[config.mk]
export PLATFORM = sky130hd
export DESIGN_NAME = acc_core
export DESIGN_NICKNAME = d
export VERILOG_FILES = /design/src/rtl/acc_pkg.sv /design/src/rtl/acc_alu.sv /design/src/rtl/acc_seq.sv /design/src/rtl/acc_core.sv
export SDC_FILE = /design/constraint.sdc
export NUM_CORES = 1
export LEC_CHECK = 0
export BUFFER_PORTS_ARGS = -buffer_cell sky130_fd_sc_hd__buf_2
export CORE_AREA = 4 4 83 85
export DETAILED_ROUTE_END_ITERATION = 7
export DIE_AREA = 0 0 87 89
export PLACE_DENSITY_LB_ADDON = 0.25
export SYNTH_ARGS = -nofsm -noshare
export SYNTH_HDL_FRONTEND = slang
export SYNTH_SLANG_ARGS = --single-unit
export TNS_END_PERCENT = 1
[constraint.sdc]
create_clock -name clk -period 3.3 [get_ports clk]
set_clock_uncertainty 0.2 [all_clocks]
set_input_delay 0.66 -clock clk [delete_from_list [all_inputs] [get_ports clk]]
set_output_delay 0.66 -clock clk [all_outputs]
set_load 0.05 [all_outputs]
[src/rtl/acc_pkg.sv]
package acc_pkg;
  localparam int WORD_W = 16;
  localparam int DATA_W = 8;
  localparam int ADDR_W = 8;
  localparam int OPC_W  = 4;
  localparam int NIB_W  = WORD_W - OPC_W - DATA_W;

  localparam logic [OPC_W-1:0] OP_MOVE   = 4'h0;
  localparam logic [OPC_W-1:0] OP_ADD    = 4'h1;
  localparam logic [OPC_W-1:0] OP_SUB    = 4'h2;
  localparam logic [OPC_W-1:0] OP_AND    = 4'h3;
  localparam logic [OPC_W-1:0] OP_LOAD   = 4'h4;
  localparam logic [OPC_W-1:0] OP_STORE  = 4'h5;
  localparam logic [OPC_W-1:0] OP_ADDM   = 4'h6;
  localparam logic [OPC_W-1:0] OP_SUBM   = 4'h7;
  localparam logic [OPC_W-1:0] OP_JMP    = 4'h8;
  localparam logic [OPC_W-1:0] OP_JMPZ   = 4'h9;
  localparam logic [OPC_W-1:0] OP_JMPNZ  = 4'hA;
  localparam logic [OPC_W-1:0] OP_STNIB  = 4'hC;

  typedef enum logic [1:0] {
    ST_FETCH  = 2'd0,
    ST_DECODE = 2'd1,
    ST_EXEC   = 2'd2,
    ST_HALT   = 2'd3
  } phase_e;
endpackage

[src/rtl/acc_alu.sv]
module acc_alu
  import acc_pkg::*;
(
  input  logic [OPC_W-1:0]  op_i,
  input  logic [DATA_W-1:0] acc_i,
  input  logic [DATA_W-1:0] imm_i,
  input  logic [DATA_W-1:0] mem_i,
  output logic [DATA_W-1:0] res_o,
  output logic              wr_acc_o
);
  always_comb begin
    res_o    = acc_i;
    wr_acc_o = 1'b1;
    unique case (op_i)
      OP_MOVE: res_o = imm_i;
      OP_ADD:  res_o = acc_i + imm_i;
      OP_SUB:  res_o = acc_i - imm_i;
      OP_AND:  res_o = acc_i & imm_i;
      OP_LOAD: res_o = mem_i;
      OP_ADDM: res_o = acc_i + mem_i;
      OP_SUBM: res_o = acc_i - mem_i;
      default: wr_acc_o = 1'b0;
    endcase
  end
endmodule

[src/rtl/acc_seq.sv]
module acc_seq
  import acc_pkg::*;
(
  input  logic              clk,
  input  logic              rst_n,
  input  logic [WORD_W-1:0] mem_rdata_i,
  input  logic              acc_zero_i,
  output logic [ADDR_W-1:0] mem_addr_o,
  output logic              exec_o,
  output logic [WORD_W-1:0] ir_o,
  output logic [ADDR_W-1:0] pc_o,
  output logic              halt_o
);
  phase_e            phase_q, phase_d;
  logic [ADDR_W-1:0] pc_q, pc_d;
  logic [WORD_W-1:0] ir_q;
  logic              halt_q, halt_d;
  logic              ir_en, pc_en, taken;
  logic [OPC_W-1:0]  op;
  logic [ADDR_W-1:0] target;

  assign op     = ir_q[WORD_W-1 -: OPC_W];
  assign target = ir_q[ADDR_W-1:0];
  assign ir_en  = (phase_q == ST_DECODE);
  assign pc_en  = (phase_q == ST_EXEC);

  always_comb begin
    unique case (op)
      OP_JMP:   taken = 1'b1;
      OP_JMPZ:  taken = acc_zero_i;
      OP_JMPNZ: taken = ~acc_zero_i;
      default:  taken = 1'b0;
    endcase
  end

  always_comb begin
    phase_d    = phase_q;
    pc_d       = pc_q;
    halt_d     = halt_q;
    mem_addr_o = pc_q;
    unique case (phase_q)
      ST_FETCH:  phase_d = ST_DECODE;
      ST_DECODE: begin
        mem_addr_o = mem_rdata_i[ADDR_W-1:0];
        phase_d    = ST_EXEC;
      end
      ST_EXEC: begin
        mem_addr_o = target;
        pc_d       = taken ? target : pc_q + ADDR_W'(1);
        if (taken && (target == pc_q)) begin
          halt_d  = 1'b1;
          phase_d = ST_HALT;
        end else begin
          phase_d = ST_FETCH;
        end
      end
      default: phase_d = ST_HALT;
    endcase
  end

  always_ff @(posedge clk or negedge rst_n) begin
    if (!rst_n) begin
      phase_q <= ST_FETCH;
      pc_q    <= '0;
      ir_q    <= '0;
      halt_q  <= 1'b0;
    end else begin
      phase_q <= phase_d;
      halt_q  <= halt_d;
      if (ir_en) ir_q <= mem_rdata_i;
      if (pc_en) pc_q <= pc_d;
    end
  end

  assign exec_o = (phase_q == ST_EXEC);
  assign ir_o   = ir_q;
  assign pc_o   = pc_q;
  assign halt_o = halt_q;


  fetch_then_decode_chk: assert property (@(posedge clk) disable iff (!rst_n)
    phase_q == ST_FETCH |=> phase_q == ST_DECODE);

  decode_then_exec_chk: assert property (@(posedge clk) disable iff (!rst_n)
    phase_q == ST_DECODE |=> phase_q == ST_EXEC);

  pc_only_in_exec_chk: assert property (@(posedge clk) disable iff (!rst_n)
    phase_q != ST_EXEC |=> $stable(pc_q));

  halt_sticky_chk: assert property (@(posedge clk) disable iff (!rst_n)
    halt_q |=> halt_q);

  halt_pc_frozen_chk: assert property (@(posedge clk) disable iff (!rst_n)
    halt_q |=> $stable(pc_q));
endmodule

[src/rtl/acc_core.sv]
module acc_core
  import acc_pkg::*;
(
  input  logic        clk,
  input  logic        rst_n,
  output logic [7:0]  mem_addr,
  output logic        mem_we,
  output logic [15:0] mem_wdata,
  input  logic [15:0] mem_rdata,
  output logic [7:0]  acc_o,
  output logic [7:0]  pc_o,
  output logic        zero_o,
  output logic        halt_o
);
  logic [WORD_W-1:0] ir;
  logic              exec;
  logic [DATA_W-1:0] acc_q, acc_d, alu_res;
  logic              zero_q, zero_d, alu_wr, acc_en;
  logic [OPC_W-1:0]  op;

  assign op = ir[WORD_W-1 -: OPC_W];

  acc_seq u_seq (
    .clk         (clk),
    .rst_n       (rst_n),
    .mem_rdata_i (mem_rdata),
    .acc_zero_i  (acc_q == '0),
    .mem_addr_o  (mem_addr),
    .exec_o      (exec),
    .ir_o        (ir),
    .pc_o        (pc_o),
    .halt_o      (halt_o)
  );

  acc_alu u_alu (
    .op_i     (op),
    .acc_i    (acc_q),
    .imm_i    (ir[DATA_W-1:0]),
    .mem_i    (mem_rdata[DATA_W-1:0]),
    .res_o    (alu_res),
    .wr_acc_o (alu_wr)
  );

  assign acc_en = exec & alu_wr;

  always_comb begin
    acc_d  = alu_res;
    zero_d = (alu_res == '0);
  end

  always_ff @(posedge clk or negedge rst_n) begin
    if (!rst_n) begin
      acc_q  <= '0;
      zero_q <= 1'b0;
    end else if (acc_en) begin
      acc_q  <= acc_d;
      zero_q <= zero_d;
    end
  end

  always_comb begin
    mem_we    = exec & ((op == OP_STORE) | (op == OP_STNIB));
    mem_wdata = {{(WORD_W-DATA_W){1'b0}}, acc_q};
    if (op == OP_STNIB)
      mem_wdata = {ir[DATA_W +: NIB_W], {(WORD_W-NIB_W-DATA_W){1'b0}}, acc_q};
  end

  assign acc_o  = acc_q;
  assign zero_o = zero_q;


  zero_follows_acc_chk: assert property (@(posedge clk) disable iff (!rst_n)
    acc_en |=> zero_q == (acc_q == '0));

  acc_hold_outside_exec_chk: assert property (@(posedge clk) disable iff (!rst_n)
    !exec |=> $stable(acc_q));

  no_write_when_halted_chk: assert property (@(posedge clk) disable iff (!rst_n)
    halt_o |-> !mem_we);

  store_keeps_acc_chk: assert property (@(posedge clk) disable iff (!rst_n)
    mem_we |=> $stable(acc_q));
endmodule

==> reports/qor.yml <==
die_h_um: 89
cts_sinks: 36
critPathBufInv: 3
dpl.hpwl_mm: 7.23
synthCells: 389
nets: 506
cts-root-buf: "clkbuf_8"
synth_area_um2: 3060
async_reset_ff_frac: 1.00
crit_fanout: 2
synthDistinctLibCells: 51
drc: 0
finalSetupTns_ns: 0
use_met3: 0.0433
postRouteAntennaNets: 0
use_met2: 0.428
clkSlewWorstSetupHoldPaths_ns: 0.08
cts_tree: "built"
synth_area_per_cell_um2: 7.86
finish.utilization: 0.624
fmax_mhz: 304
worstMarginPinSlew_ns: 0.858
grtUsageMet1: 0.340
hold_viol_final: 0
status: "complete, no violations"
synthFlopType: "dfrtp_1"
period_share: 0.997
grt_pass1_wl_mm: 15.4
drive_gt1_frac: 0.338
grt_max_degree: 37
fin_crit_ns: 3.29
crit_slowest_cell: "or3_1"
path_cells: "buf_8 > inv_4 > ha_4 > nor2_2 > a21oi_1 > o22ai_1 > a21oi_2 > inv_1 > ha_1 > nor2b_4 > o2111ai_2 > a31oi_2 > or3_1 > and3_1 > o31a_1 > a32o_2"
die_w_um: 87
crit_arrival_ns: 3.27
viasPerCell: 5.83
clk_path_buf_depth: 2
synth_edf_count: 0
synth_seq_cells: 36
numCtsBuffers: 5
ff2ff_setup_slack_ns: 0.05
worstSkewPairLatency_ns: 0.30
vias: 3204
grt_pass1_vias: 3070
hp-class: "input port to async pin"
max_stage_delay_ns: 0.33
num_rows: 29
drt-initial-drc-count: 164
place_congestion: 0.916
timing.rr.end: "zero_o$_DFFE_PN0P_"
antennaDiodeCount: 0
yosys_warnings: 0
final_cell_mix: "buf_2, buf_4, nor2_1, a21oi_1, dfrtp_1"
ios: 61
syn_to_final_growth_pct: 26.5
seq_area_frac_synth: 0.294
initial_core_util: 0.493
overflow: 0
wire_per_inst_um: 17.1
r2r_cells: 12
grt_setup_unrepaired: "true"
die_area_um2: 7740
worst_r2r_startpoint: "u_seq.ir_o[15]$_DFFE_PN0N_"
busiest_layer: "met2"
critPathRequiredTime_ns: 3.28
maxSlewViolCount: 0
port_buffers: 56
fillers: 586
antenna_found_initial: 0
path_delay_family: "compound AO/OA/AOI/OAI gates"
cap_violations: 0
crit_path_end_kind: "flip-flop"
grt_usage: 0.258
path_class: "input port to flip-flop"
h-tree-depth: 2
drt_first_pass_iters: 5
max_slew_margin: 0.428
finalSetupViolations: 0
finalWirelength_mm: 9.43
core_area_um2: 6200
final_common_cell: "buf_2"
start_kind: "input port"
routing by layer:
layer | vias to the layer above | part of all wire
li1 | 1527 | -
met4 | 0 | 0.023
met2 | 152 | 0.48
met5 | - | 0
met1 | 1505 | 0.42
met3 | 20 | 0.070
cells by family after synthesis:
family / share of synthesized area
other: 0.00123
and+or+nand+nor: 0.201
buffers and inverters: 0.0842
adders and majority gates: 0.0638
DFF: 0.294
AOI/OAI and AO/OA: 0.245
muxes: 0.0503
xor gates and xnor gates: 0.0601
how the worst max path moves through the flow:
stage	startpoint	endpoint	slack [ns]	depth (start not counted)
6_report	mem_rdata[0]	zero_o$_DFFE_PN0P_	0.009	16
5_1_grt	mem_rdata[0]	zero_o$_DFFE_PN0P_	-0.11	16
4_1_cts	mem_rdata[1]	zero_o$_DFFE_PN0P_	-0.02	16
3_5_place_dp	mem_rdata[0]	zero_o$_DFFE_PN0P_	-0.36	16
3_3_place_gp	mem_rdata[0]	zero_o$_DFFE_PN0P_	-0.34	16
2_1_floorplan	mem_rdata[2]	zero_o$_DFFE_PN0P_	-0.1	14
registers in the layout, indices dropped and copies added, names as in the netlist:
register / cells
u_seq.ir_o: 16
zero_o: 1
u_seq.halt_o: 1
u_seq.phase_q: 2
u_seq.pc_o: 8
acc_o: 8
through the flow:
step	setup slack, ns	cell area, um^2	hold WS, ns	instances
after floorplan	-0.0965	3110	0.164	392
after CTS	-0.0218	3820	0.288	547
after detailed placement	-0.364	3690	0.269	540
after global routing	-0.113	3870	0.293	550
final	0.00936	3870	0.265	550
after global placement	-0.340	3690	0.245	540
timing repair:
action | CTS | global route
resized for setup | 14 | 7
endpoints found under the setup margin | 1 | 2
buffers inserted | 0 | 3
hold buffers | 0 | 0
pin swaps | 9 | 8
worst register-to-register path: stages, from the launching register on:
cell	delay [ns]
dfrtp_1	0.44
nor2b_4	0.15
nand2_1	0.12
nand2_1	0.09
o21ai_0	0.10
ha_1	0.22
fa_1	0.51
o21ai_0	0.10
a221o_1	0.37
a2111oi_2	0.36
o211ai_1	0.16
a221oi_2	0.19
a32o_2	0.19
synthesized netlist by cell type (all sizes together), types with 4 or more instances:
cell type | n | area, um^2
a22oi | 10 | 75.1
a21o | 7 | 57.6
nor3 | 6 | 30.0
buf | 17 | 123
inv | 15 | 56.3
o21ai | 34 | 170
and3 | 5 | 31.3
nand2 | 32 | 120
nor2b | 7 | 46.3
nand3 | 9 | 45.0
clkbuf | 20 | 75.1
or2 | 5 | 31.3
xor2 | 13 | 114
a31oi | 10 | 62.6
nor2 | 40 | 158
dfrtp | 36 | 901
xnor2 | 8 | 70.1
nor4 | 4 | 25.0
ha | 14 | 175
and2 | 8 | 52.6
mux2 | 11 | 124
a21oi | 41 | 205
final cells by class:
class / instances / area [um^2] / share of cell area
Sequential cell: 36 / 902 / 0.233
Inverter: 16 / 65.1 / 0.0168
Clock buffer: 6 / 72.6 / 0.0187
Clock inverter: 1 / 5.00 / 0.00129
Tap cell: 77 / 96.3 / 0.0249
Timing Repair Buffer: 111 / 729 / 0.188
Multi-Input combinational cell: 303 / 2000 / 0.517
Power is not shown: default switching activity piles up to over one toggle a cycle in this logic, so the estimate is an artifact.
